## src/rtl/clock12_bcd_core.sv

```systemverilog
module clock12_bcd_core (
  input  logic       clk,
  input  logic       rst,
  input  logic       tick,
  output logic [3:0] hr_tens,
  output logic [3:0] hr_ones,
  output logic [3:0] min_tens,
  output logic [3:0] min_ones,
  output logic [3:0] sec_tens,
  output logic [3:0] sec_ones,
  output logic       sec_tick_out,
  output logic       min_tick_out
);
  localparam logic [3:0] UNITS_TOP = 4'd9;
  localparam logic [3:0] TENS_TOP  = 4'd5;

  logic s_ones_top, m_ones_top, at_twelve;

  assign s_ones_top   = (sec_ones == UNITS_TOP);
  assign m_ones_top   = (min_ones == UNITS_TOP);
  assign at_twelve    = (hr_tens == 4'd1) && (hr_ones == 4'd2);
  assign sec_tick_out = tick && !rst && s_ones_top && (sec_tens == TENS_TOP);
  assign min_tick_out = sec_tick_out && m_ones_top && (min_tens == TENS_TOP);

  always_ff @(posedge clk) begin
    if (rst) begin
      sec_ones <= 4'd0;
      sec_tens <= 4'd0;
    end else if (tick) begin
      sec_ones <= s_ones_top ? 4'd0 : sec_ones + 4'd1;
      if (s_ones_top)
        sec_tens <= (sec_tens == TENS_TOP) ? 4'd0 : sec_tens + 4'd1;
    end
  end

  always_ff @(posedge clk) begin
    if (rst) begin
      min_ones <= 4'd0;
      min_tens <= 4'd0;
    end else if (sec_tick_out) begin
      min_ones <= m_ones_top ? 4'd0 : min_ones + 4'd1;
      if (m_ones_top)
        min_tens <= (min_tens == TENS_TOP) ? 4'd0 : min_tens + 4'd1;
    end
  end

  always_ff @(posedge clk) begin
    if (rst) begin
      hr_tens <= 4'd1;
      hr_ones <= 4'd2;
    end else if (min_tick_out) begin
      if (at_twelve) begin
        hr_tens <= 4'd0;
        hr_ones <= 4'd1;
      end else if (hr_ones == UNITS_TOP) begin
        hr_tens <= 4'd1;
        hr_ones <= 4'd0;
      end else begin
        hr_ones <= hr_ones + 4'd1;
      end
    end
  end
endmodule

```

## config.mk

```make
export PLATFORM = sky130hd
export DESIGN_NAME = clock12_bcd_core
export DESIGN_NICKNAME = d
export VERILOG_FILES = /design/src/rtl/clock12_bcd_core.sv
export SDC_FILE = /design/constraint.sdc
export NUM_CORES = 1
export LEC_CHECK = 0
export BUFFER_PORTS_ARGS = -buffer_cell sky130_fd_sc_hd__buf_2
export CORE_MARGIN = 2
export CORE_UTILIZATION = 51
export DETAILED_ROUTE_END_ITERATION = 7
export PLACE_DENSITY = 0.73
export SYNTH_ARGS = -nofsm -noshare
export SYNTH_HDL_FRONTEND = slang
export SYNTH_SLANG_ARGS = --single-unit
```

## constraint.sdc

```tcl
create_clock -name clk -period 2.5 [get_ports clk]
set_clock_uncertainty 0.2 [all_clocks]
set_input_delay 0.25 -clock clk [delete_from_list [all_inputs] [get_ports clk]]
set_output_delay 0.25 -clock clk [all_outputs]
set_load 0.02 [all_outputs]
```

==> qor.yml <==
syn_area_per_cell_um2: 8.69
leakagePower_nw: 0.511
powerDensity_nw_per_um2: 427
wire_per_inst_um: 12.2
hold_viol: 0
ant_nets: 0
viasPerCell: 5.52
port-buffer-count: 25
root_buffer: "clkbuf_4"
ios: 29
cts_buffers: 3
final_nets: 157
grt_overflow: 0
grt_usage_pct: 18.7
finalCritPeriodShare_pct: 88.0
crit_path_end_kind: "primary output"
grt_pass1_vias: 864
cts.sinks: 21
die-width_um: 51.3
crit_path_max_incr_delay_ns: 0.42
post_cts_buffers: 0
fin_crit_ns: 2.20
place_congestion: 0.825
hold_depth: 3
vias: 999
cts_max_path_buffers: 2
synth-async-reset-ratio_pct: 0
ys_seq_area_share_pct: 36.9
grt_pass1_wl_um: 3650
fin_ws_ns: 0.299
finalSetupViolCount: 0
synth_most_common_cell: "dfxtp_1"
fp-row-count: 17
nFillCells: 222
final_cells: 181
slew_violations: 0
cts_max_level: 1
wl_um: 2220
fmax_mhz: 454
cp_slowest_cell: "dfxtp_1"
syn2layout_area_growth_pct: 10.9
antenna_found_initial: 0
cts_tree: "done"
crit_chain: "and4b_1 > nand3_4 > inv_1 > buf_2"
critPathLaunch: "sec_ones[0]"
ys_warn_count: 0
cp.arrival_ns: 1.75
die_y_um: 51.3
syn_inst: 131
drcViolationCount: 0
yosysTopAreaCell: "dfxtp_1"
die-area_um2: 2630
synth_area_leaders: "dfxtp_1 37%, a21oi_1 5.3%, nor2_1 3.6%"
dpl_worst_slack_ns: 0.543
coreArea_um2: 2170
yosysTopAreaCellShare_pct: 36.9
worstPathMaxFanout: 11
synth_edf_count: 0
synth-main-ff-cell: "dfxtp_1"
dr.pass1.iters: 4
crit_required_ns: 2.05
synth_seq_cells: 21
clock_latency_ns: 0.32
synth_area_um2: 1140
start_kind: "flip-flop"
diodes: 0
hold_path.startpoint: "tick"
path_clk_slew_ns: 0.10
ctsHoldBuffers: 0
drv_cap: 0
reg2reg_depth: 4
placed_cells: 177
path_class: "reg -> out"
place_hpwl_um: 1610
grt_max_degree: 23
grt_setup_unrepaired: "false"
hp-class: "in -> reg"
synthTopCellsByCount: "21 x dfxtp_1, 12 x a21oi_1, 11 x nor2_1"
ir_worst_vdd_mv: 0.377
status: "finished clean"
drt_iter0_drc: 16
drive_gt1_share_pct: 22.9
fin_tns_setup_ns: 0
r2r_start: "min_ones[3]"
initial_core_util_pct: 52.5
synth_cell_type_count: 44
cts-resized-gates: 0
[critical path, delay by kind of cell, from the launching register on]
family | cells | cell delay (ns)
simple gates | 2 | 0.60
buf+inv | 2 | 0.43
flops | 1 | 0.42
[per-stage QoR]
| step | hold WS (ns) | power, mW | instance area, um^2 | util [%] |
|---|---|---|---|---|
| 2_1_floorplan | 0.187 | 0.375 | 1150 | - |
| 3_3_place_gp | 0.288 | 0.379 | 1230 | 56.9 |
| 5_1_grt | 0.0508 | 0.561 | 1260 | 58.2 |
| 6_report | 0.0284 | 0.539 | 1260 | 58.2 |
| 3_5_place_dp | 0.304 | 0.379 | 1230 | 56.9 |
| 4_1_cts | 0.0268 | 0.542 | 1260 | 58.2 |
[power breakdown]
group | internal, mW | leakage, nW | switching [mW] | total [mW]
Clock | 0.0599 | 0.0177 | 0.107 | 0.167
Sequential | 0.338 | 0.170 | 0.00471 | 0.342
Combinational | 0.00832 | 0.324 | 0.0212 | 0.0295
Total | 0.406 | 0.511 | 0.133 | 0.539
[registers in the layout, summed over array words and instances (netlist names)]
| name | cells |
|---|---|
| min_ones | 4 |
| hr_tens | 1 |
| hr_ones | 4 |
| sec_ones | 4 |
| sec_tens | 4 |
| min_tens | 4 |
[final cells by class]
cell class                      instances  area (um^2)  share of cell area, %
Tap cell                               28         35.0                   2.78
Sequential cell                        21          420                   33.3
Timing Repair Buffer                   25          125                   9.91
Clock inverter                          1         5.00                  0.396
Clock buffer                            3         22.5                   1.78
Inverter                                7         26.3                   2.08
Multi-Input combinational cell         96          628                   49.8
[cells by family (layout without fill, tap and decap cells)]
| family | Yosys count | in the layout | share of synthesized area, % |
|---|---|---|---|
| mux | 1 | 1 | 0.879 |
| buf+inv | 16 | 36 | 8.57 |
| simple gates | 56 | 56 | 31.9 |
| other cells | 1 | 3 | 0.329 |
| compound gates | 28 | 28 | 15.3 |
| xor+xnor | 8 | 8 | 6.15 |
| flops | 21 | 21 | 36.9 |
[routing by layer]
metal	GRT usage, %	part of all wire [%]	vias up
li1	-	-	504
met1	22.1	45	456
met2	29.7	46	35
met3	6.43	6.7	4
met4	10.1	1.9	0
met5	0	0	-
[path summary, 6_finish.rpt]
path / slack, ns / endpoint
worst max-delay path: 0.30 / sec_tick_out
worst min-delay path: 0.03 / sec_ones[0]
worst max register to register: 0.48 / hr_ones[3]
worst min register to register: 0.31 / min_tens[2]
[layout by cell type (no fill, tap or decap), types with 2 or more instances in the layout]
cell      instances
buf_2            25
dfxtp_1          21
a21oi_1          12
nor2_1           11
inv_1             7
nand2_1           7
nor2b_1           5
o21ai_0           5
xor2_1            4
xnor2_1           4
nand4_1           4
nor3b_1           3
o31ai_1           3
nand3_1           3
conb_1            3
clkbuf_4          3
and4b_1           2
and3b_1           2
and2_1            2
nor3_1            2
or4_1             2
Power figures use the tool's default switching activity.
